==> src/rtl/pal_pkg.sv <==
package pal_pkg;
  // sel[1] = bank (0 bg, 1 obj), sel[0] = data (1) / pointer (0)
  typedef enum logic [1:0] {
    SEL_BG_PTR   = 2'b00,
    SEL_BG_DATA  = 2'b01,
    SEL_OBJ_PTR  = 2'b10,
    SEL_OBJ_DATA = 2'b11
  } pal_sel_e;

  localparam int unsigned NBANKS    = 2;
  localparam int unsigned BYTE_W    = 8;
  localparam int unsigned AUTO_BIT  = 7;
  localparam int unsigned FIXED_BIT = 6;
endpackage

==> src/rtl/pal_ptr_reg.sv <==
module pal_ptr_reg #(
  parameter int unsigned PTR_W = 6
) (
  input  logic             clk_i,
  input  logic             rst_ni,
  input  logic             ptr_we_i,
  input  logic             data_we_i,
  input  logic [7:0]       wdata_i,
  output logic [PTR_W-1:0] ptr_o,
  output logic             auto_o
);
  logic [PTR_W-1:0] ptr_q;
  logic             auto_q;

  always_ff @(posedge clk_i or negedge rst_ni) begin
    if (!rst_ni) begin
      ptr_q  <= '0;
      auto_q <= 1'b0;
    end else if (ptr_we_i) begin
      ptr_q  <= wdata_i[PTR_W-1:0];
      auto_q <= wdata_i[pal_pkg::AUTO_BIT];
    end else if (data_we_i && auto_q) begin
      ptr_q  <= ptr_q + 1'b1; // natural wrap at 2**PTR_W
    end
  end

  assign ptr_o  = ptr_q;
  assign auto_o = auto_q;
endmodule

==> src/rtl/pal_store.sv <==
module pal_store #(
  parameter int unsigned WORDS  = 64,
  parameter int unsigned WORD_W = 16,
  localparam int unsigned AW    = $clog2(WORDS)
) (
  input  logic              clk_i,
  input  logic              rst_ni,
  input  logic              we_i,
  input  logic [AW-1:0]     cpu_addr_i,
  input  logic              cpu_hi_i,
  input  logic [7:0]        wbyte_i,
  output logic [7:0]        rbyte_o,
  input  logic [AW-1:0]     ren_addr_i,
  output logic [WORD_W-1:0] ren_data_o
);
  logic [WORD_W-1:0] mem_q [WORDS];
  logic [WORD_W-1:0] cpu_word;

  always_ff @(posedge clk_i or negedge rst_ni) begin
    if (!rst_ni) begin
      for (int i = 0; i < WORDS; i++) mem_q[i] <= '0;
    end else if (we_i) begin
      if (cpu_hi_i) mem_q[cpu_addr_i][15:8] <= wbyte_i;
      else          mem_q[cpu_addr_i][7:0]  <= wbyte_i;
    end
  end

  assign cpu_word = mem_q[cpu_addr_i];
  assign rbyte_o  = cpu_hi_i ? cpu_word[15:8] : cpu_word[7:0];

  always_ff @(posedge clk_i or negedge rst_ni) begin
    if (!rst_ni) ren_data_o <= '0;
    else         ren_data_o <= mem_q[ren_addr_i];
  end
endmodule

==> src/rtl/pal_port.sv <==
module pal_port #(
  parameter int unsigned BANK_WORDS = 32,
  localparam int unsigned PTR_W     = $clog2(BANK_WORDS * 2),
  localparam int unsigned TOTAL_W   = BANK_WORDS * pal_pkg::NBANKS
) (
  input  logic             clk_i,
  input  logic             rst_ni,
  input  logic             cpu_we_i,
  input  logic [1:0]       cpu_sel_i,
  input  logic [7:0]       cpu_wdata_i,
  output logic [7:0]       cpu_rdata_o,
  input  logic [PTR_W-1:0] ren_addr_i,
  output logic [15:0]      ren_data_o
);
  logic [pal_pkg::NBANKS-1:0][PTR_W-1:0] idx_w;
  logic [pal_pkg::NBANKS-1:0]            inc_w;

  logic             bank;
  logic [PTR_W-1:0] cur_ptr;
  logic [PTR_W-1:0] word_addr;
  logic [7:0]       data_byte;
  logic [7:0]       ptr_byte;

  for (genvar s = 0; s < pal_pkg::NBANKS; s++) begin : g_bank
    pal_ptr_reg #(.PTR_W(PTR_W)) u_ptr (
      .clk_i    (clk_i),
      .rst_ni   (rst_ni),
      .ptr_we_i (cpu_we_i && cpu_sel_i == {s[0], 1'b0}),
      .data_we_i(cpu_we_i && cpu_sel_i == {s[0], 1'b1}),
      .wdata_i  (cpu_wdata_i),
      .ptr_o    (idx_w[s]),
      .auto_o   (inc_w[s])
    );
  end

  assign bank      = cpu_sel_i[1];
  assign cur_ptr   = idx_w[bank];
  assign word_addr = {bank, cur_ptr[PTR_W-1:1]};

  pal_store #(.WORDS(TOTAL_W), .WORD_W(16)) u_store (
    .clk_i     (clk_i),
    .rst_ni    (rst_ni),
    .we_i      (cpu_we_i && cpu_sel_i[0]),
    .cpu_addr_i(word_addr),
    .cpu_hi_i  (cur_ptr[0]),
    .wbyte_i   (cpu_wdata_i),
    .rbyte_o   (data_byte),
    .ren_addr_i(ren_addr_i),
    .ren_data_o(ren_data_o)
  );

  always_comb begin
    ptr_byte                      = '0;
    ptr_byte[PTR_W-1:0]           = cur_ptr;
    ptr_byte[pal_pkg::FIXED_BIT]  = 1'b1;
    ptr_byte[pal_pkg::AUTO_BIT]   = inc_w[bank];
  end

  assign cpu_rdata_o = cpu_sel_i[0] ? data_byte : ptr_byte;
endmodule

==> config.mk <==
export PLATFORM = sky130hd
export DESIGN_NAME = pal_port
export DESIGN_NICKNAME = d
export VERILOG_FILES = /design/src/rtl/pal_pkg.sv /design/src/rtl/pal_ptr_reg.sv /design/src/rtl/pal_store.sv /design/src/rtl/pal_port.sv
export SDC_FILE = /design/constraint.sdc
export NUM_CORES = 2
export LEC_CHECK = 0
export BUFFER_PORTS_ARGS = -buffer_cell sky130_fd_sc_hd__buf_2
export CAP_MARGIN = 20
export CORE_MARGIN = 2
export CORE_UTILIZATION = 64
export DETAILED_ROUTE_END_ITERATION = 12
export PLACE_DENSITY_LB_ADDON = 0.25
export SKIP_CTS_REPAIR_TIMING = 1
export SYNTH_ARGS = -nofsm -noshare
export SYNTH_HDL_FRONTEND = slang
export SYNTH_HIERARCHICAL = 1
export SYNTH_SLANG_ARGS = --single-unit
export TNS_END_PERCENT = 10
==> constraint.sdc <==
create_clock -name clk_i -period 3.8 [get_ports clk_i]
set_input_delay 0.19 -clock clk_i [delete_from_list [all_inputs] [get_ports clk_i]]
set_output_delay 0.19 -clock clk_i [all_outputs]
set_load 0.05 [all_outputs]
## Yosys cells after proc, flatten, opt, wreduce, memory -nomap -nowiden

Index checks and enable logic that the tools add are counted.
Widths: inputs -> output; s select.

- $add $sub $neg: 2
- Multipliers: 0
- Divide/modulo/power cells: 0
- Magnitude comparators: 4
- Equal/unequal tests: 3
- Shifts and indexed selects: 0
- Muxes and demuxes: 23
- Bitwise operators: 2
- Reduce and logical (&&, ||, !) cells: 11

Operator list:

| cell | number |
|---|---|
| $bwmux 1024 | 2 |
| $mux 1024 | 1 |
| $bmux 16 s6 | 2 |
| $demux 16 s6 | 2 |
| $mux 16 | 5 |
| $mux 6 | 6 |
| $mux 8 | 3 |
| $ge 7x7->1 const B | 2 |
| $not 6->7 | 2 |
| $add 6x1->6 const B | 2 |
| $logic_and 1x1->1 | 8 |
| $lt 7x1->1 const B | 1 |
| $eq 2x2->1 const B | 2 |
| $reduce_bool 2->1 | 2 |
| $eq 2x1->1 const B | 1 |
| $logic_not 2->1 | 1 |
| $lt 1x2->1 const B | 1 |
| $mux 1 | 2 |

- Register bits: 1054
- Bits in latches: 0
- RAM bits: 0
- Bits in read-only memories: 0
- Bits of input ports: 19
- Output and inout port bits: 24
- Word-level logic and storage cells: 114
- Memories: 0

## Logic depth before layout (Yosys ltp)

- Depth in word-level cells: 9
- Mapped depth: 15
- Depth with buffers taken out: 9

## By module

The synthesis kept the hierarchy.

By module, submodules not included:

| module | times used | cells each | area an instance (sq um) | sequential area each (sq um) |
|---|---|---|---|---|
| pal_store | 1 | 3929 | 55657.1 | 26025.0 |
| pal_ptr_reg | 2 | 40 | 386.6 | 175.2 |
| pal_port | 1 | 23 | 235.2 | 0.0 |

## Least setup slack after synthesis

No wires, ideal clock.

- Kind: register to output
- From: reg g_bank[0].u_ptr.ptr_q[2]
- To: out cpu_rdata_o[7]
- Arrival time: 2.762 ns
- Required time: 3.610 ns
- Slack: 0.848 ns
- Stages on the path, launching flop included: 14
- Path buffers: 5
- Cell sequence: dfrtp_1 mux2_4 buf_6 buf_6 buf_4 buf_4 buf_2 a21oi_1 o21ai_0 a22oi_1 o22ai_1 o31a_1 nand2_1 o21ai_0

- Cells in the longest elaborated chain, start to end: 8

Ends and longest elaborated chain:

| element | line | text |
|---|---|---|
| start, declared | pal_ptr_reg.sv:12 | `logic [PTR_W-1:0] ptr_q;` |
| start signal, assigned | pal_ptr_reg.sv:20 | `ptr_q <= wdata_i[PTR_W-1:0];` |
| start signal, assigned | pal_ptr_reg.sv:23 | `ptr_q <= ptr_q + 1'b1;` |
| $mux 6 (not written as such) (2 in a row) | pal_port.sv:37 | `assign cur_ptr = idx_w[bank];` |
| named net cur_ptr[2] | pal_port.sv:19 | `logic [PTR_W-1:0] cur_ptr;` |
| $not 6->7 (not written as such) | pal_store.sv:28 | `assign cpu_word = mem_q[cpu_addr_i];` |
| $bmux 16 s6 | pal_store.sv:28 |  |
| $mux 16 (not written as such) (2 in a row) | pal_store.sv:28 |  |
| $mux 8 | pal_store.sv:29 | `assign rbyte_o = cpu_hi_i ? cpu_word[15:8] : cpu_word[7:0];` |
| named net data_byte[7] | pal_port.sv:21 | `logic [7:0] data_byte;` |
| $mux 8 | pal_port.sv:59 | `assign cpu_rdata_o = cpu_sel_i[0] ? data_byte : ptr_byte;` |
| end, declared | pal_port.sv:11 | `output logic [7:0] cpu_rdata_o,` |

The timed path passes the listed nets, and every way through them passes these cells. The select of a mux whose other input is x is not followed.

## Final worst setup path

- From: reg g_bank[0].u_ptr.ptr_q[1]
- To: out cpu_rdata_o[0]

Same word-level chain as after synthesis.

==> metrics <==
Synth area leaders=dfrtp_1 (47%), mux2_2 (21%), mux4_2 (13%), mux2i_1 (3.7%), a22oi_1 (1.9%); Synth Warn #=6; die area=0.09094 sq mm; Setup WS pre-CTS=-0.2202 ns; Final WS setup=-0.5156 ns; final std cells w/o fill=5476; Final nets=4226; Placed Area=0.05954 sq mm; row count=109; failing checks=setup timing; Final Cycle Share=113.6%; register area share after synthesis=46.55%; DR WL/cell=37.43 um; Clock Tree Buf Depth=3; wire length of the first global-routing pass=292100 um; register bit total from synthesis=1054; PwrDens=571.9 mW/mm^2; status=finished with violations; Yosys top cell area share=46.55%; Leakage=29.25 nW; fin crit period=4.316 ns; fraction of layout cells with a size suffix above 1=51.69%; GR Util All Layers=44.64%; die width=301.6 um; cell area after layout=0.06474 sq mm; leading cell types in the layout, fill and taps excluded=mux2_2 (1062), dfrtp_1 (1048), mux4_2 (336); Max Clk Rate=0.2317 GHz; largest area contributor in the netlist=dfrtp_1; Worst-Margin Slew=1.140 ns; EDFF count, synth=0; Setup Skew=0.02887 ns; Syn Inst Count=4032; Final Hold Violating Endpoints=0; Pre-antenna DRT Iters=7; commonest non-fill, non-tap cell in the layout=mux2_2; final setup fails=8; largest net degree at the start of global routing=115; startpoint types=flip-flop; RePlAce Congestion=1.073; port bufs=42; # placed instances=5191; Ports=43; max_slew headroom=23.98%; Fillers=5603; Post-synth ARST share=100.0%; max cap viols=0; Hold Slack=0.09813 ns; Die Ht=301.6 um; H-Tree Depth=3; Syn Nets=4053; final WL=205000 um; TritonCTS Sinks=1054; DR vias/cell=7.726; Post-route DRC=0; unrepaired setup endpoints after global routing=yes; Slew Viols, Final=0; vias in the first global route=41.11k; post-synthesis average cell area=14.05 sq um; Via Count=42.31k; CTS tree=done; VDD IR max=0.5038 mV; total grt overflow=0; CP Data Required Time=3.61 ns; CP Capture Type=output port; Initial DRC Count=6426; initial antenna violation count=14; hpwl dp=136400 um; Core ar.=0.08810 sq mm; Worst-path clk slew=0.06 ns; area delta synth->final=14.25%; Clock Latency Late Sink=0.73 ns; Root Driver=clkbuf_16; Netlist cell types=81; Initial Util=64.32%; kind of critical path=flip-flop to output port; CTS buffer count=112; mapped cell area=0.05667 sq mm; Most used DFF post-synth=dfrtp_1; CP Max Fanout=15; Detail Route Antenna Nets=0; Hold WC Path Type=input port to flip-flop; WP data arrival=4.13 ns
layer usage:
metal  vias up  share of wire (%)  track usage [%]
met1     21740                 36            59.29
met2      3572                 42            62.51
met3       895                 16            20.00
met5         -               0.10           0.5291
li1      16080                  -                -
met4        16                6.5            21.83
logic make-up after synthesis:
family | after synthesis | synth area share [%]
mux | 1625 | 38.71
flops | 1054 | 46.55
xor+xnor | 4 | 0.06182
simple gates | 388 | 3.787
compound gates | 595 | 7.541
fa+ha+maj | 2 | 0.04415
buf+inv | 364 | 3.314
sequential cells by signal, indices dropped and copies added (netlist names):
register,cells
u_store/mem_q,1024
g_bank.u_ptr/auto_o,2
u_store/ren_data_o,16
g_bank.u_ptr/ptr_o,12
cell type report:
type | instances | area [sq um] | share of cell area [%]
repair buffers | 404 | 3882 | 5.997
well taps | 1165 | 1458 | 2.252
multi-input cells | 2620 | 29020 | 44.83
diodes | 14 | 35.03 | 0.05411
clock buffers | 166 | 3298 | 5.095
flip-flops and latches | 1054 | 26380 | 40.75
inverters | 13 | 51.30 | 0.07924
clock inverters | 40 | 610.6 | 0.9431
synth_stat cells (5+ instances only):
| master | instances |
|---|---|
| a211oi_1 | 8 |
| a21oi_1 | 84 |
| a221o_1 | 23 |
| a221oi_1 | 78 |
| a222oi_1 | 5 |
| a22o_1 | 25 |
| a22oi_1 | 143 |
| a31oi_1 | 23 |
| a32oi_1 | 6 |
| and2_1 | 13 |
| and3_1 | 8 |
| buf_1 | 14 |
| buf_2 | 86 |
| buf_4 | 37 |
| buf_6 | 27 |
| clkbuf_1 | 183 |
| dfrtp_1 | 1054 |
| inv_1 | 9 |
| mux2_2 | 1063 |
| mux2_4 | 7 |
| mux2i_1 | 212 |
| mux4_1 | 6 |
| mux4_2 | 336 |
| nand2_1 | 89 |
| nand2_2 | 25 |
| nand2b_1 | 5 |
| nand3_1 | 31 |
| nand4_1 | 8 |
| nor2_1 | 47 |
| nor2_2 | 90 |
| nor2b_1 | 14 |
| nor3_1 | 6 |
| o2111ai_1 | 5 |
| o211ai_1 | 5 |
| o21ai_0 | 77 |
| o221ai_1 | 13 |
| o22a_1 | 18 |
| o22ai_1 | 55 |
| o31a_1 | 6 |
| or2_2 | 8 |
| or3b_2 | 5 |
power by group:
part / internal [W] / switching [W]
clock: 0.00694 / 0.00471
combinational: 0.00486 / 0.00636
sequential: 0.0128 / 0.00136
metrics by stage:
| stage | total power, W | TNS [ns] | utilization [%] |
|---|---|---|---|
| 6_report | 0.03702 | -3.459 | 73.48 |
| 5_1_grt | 0.03778 | -3.021 | 73.45 |
| 4_1_cts | 0.03557 | -5.539 | 72.02 |
| 3_5_place_dp | 0.02400 | -0.2580 | 67.58 |
| 3_3_place_gp | 0.02374 | -0.2492 | 67.58 |
| 2_1_floorplan | 0.01983 | 0 | - |
final timing paths:
kind,startpoint,endpoint,slack [ns],cells past startpoint
hold / removal,cpu_we_i,g_bank[0].u_ptr/ptr_o[1]$_DFFE_PN0P_,0.1,5
setup reg to reg,g_bank[0].u_ptr/ptr_o[2]$_DFFE_PN0P_,u_store/mem_q[948]$_DFFE_PN0P_,0.10,9
min in group asynchronous,rst_ni,u_store/mem_q[907]$_DFFE_PN0P_,0.14,2
max in group asynchronous,rst_ni,u_store/mem_q[580]$_DFFE_PN0P_,2.34,3
hold reg to reg,u_store/mem_q[270]$_DFFE_PN0P_,u_store/mem_q[270]$_DFFE_PN0P_,0.52,1
setup / recovery,g_bank[0].u_ptr/ptr_o[1]$_DFFE_PN0P_,cpu_rdata_o[0],-0.52,12
worst max-delay path, cell delays in order (launching register included):
cell,delay [ns]
dfrtp_2,0.44
mux2_8,0.37
buf_12,0.16
buf_12,0.15
inv_2,0.17
buf_12,0.24
mux2i_4,0.34
o22ai_1,0.15
a211oi_2,0.29
nand4b_1,0.25
o31a_1,0.24
mux2_2,0.34
clkbuf_4,0.22
Note: power is estimated with default switching activity, not from simulation.
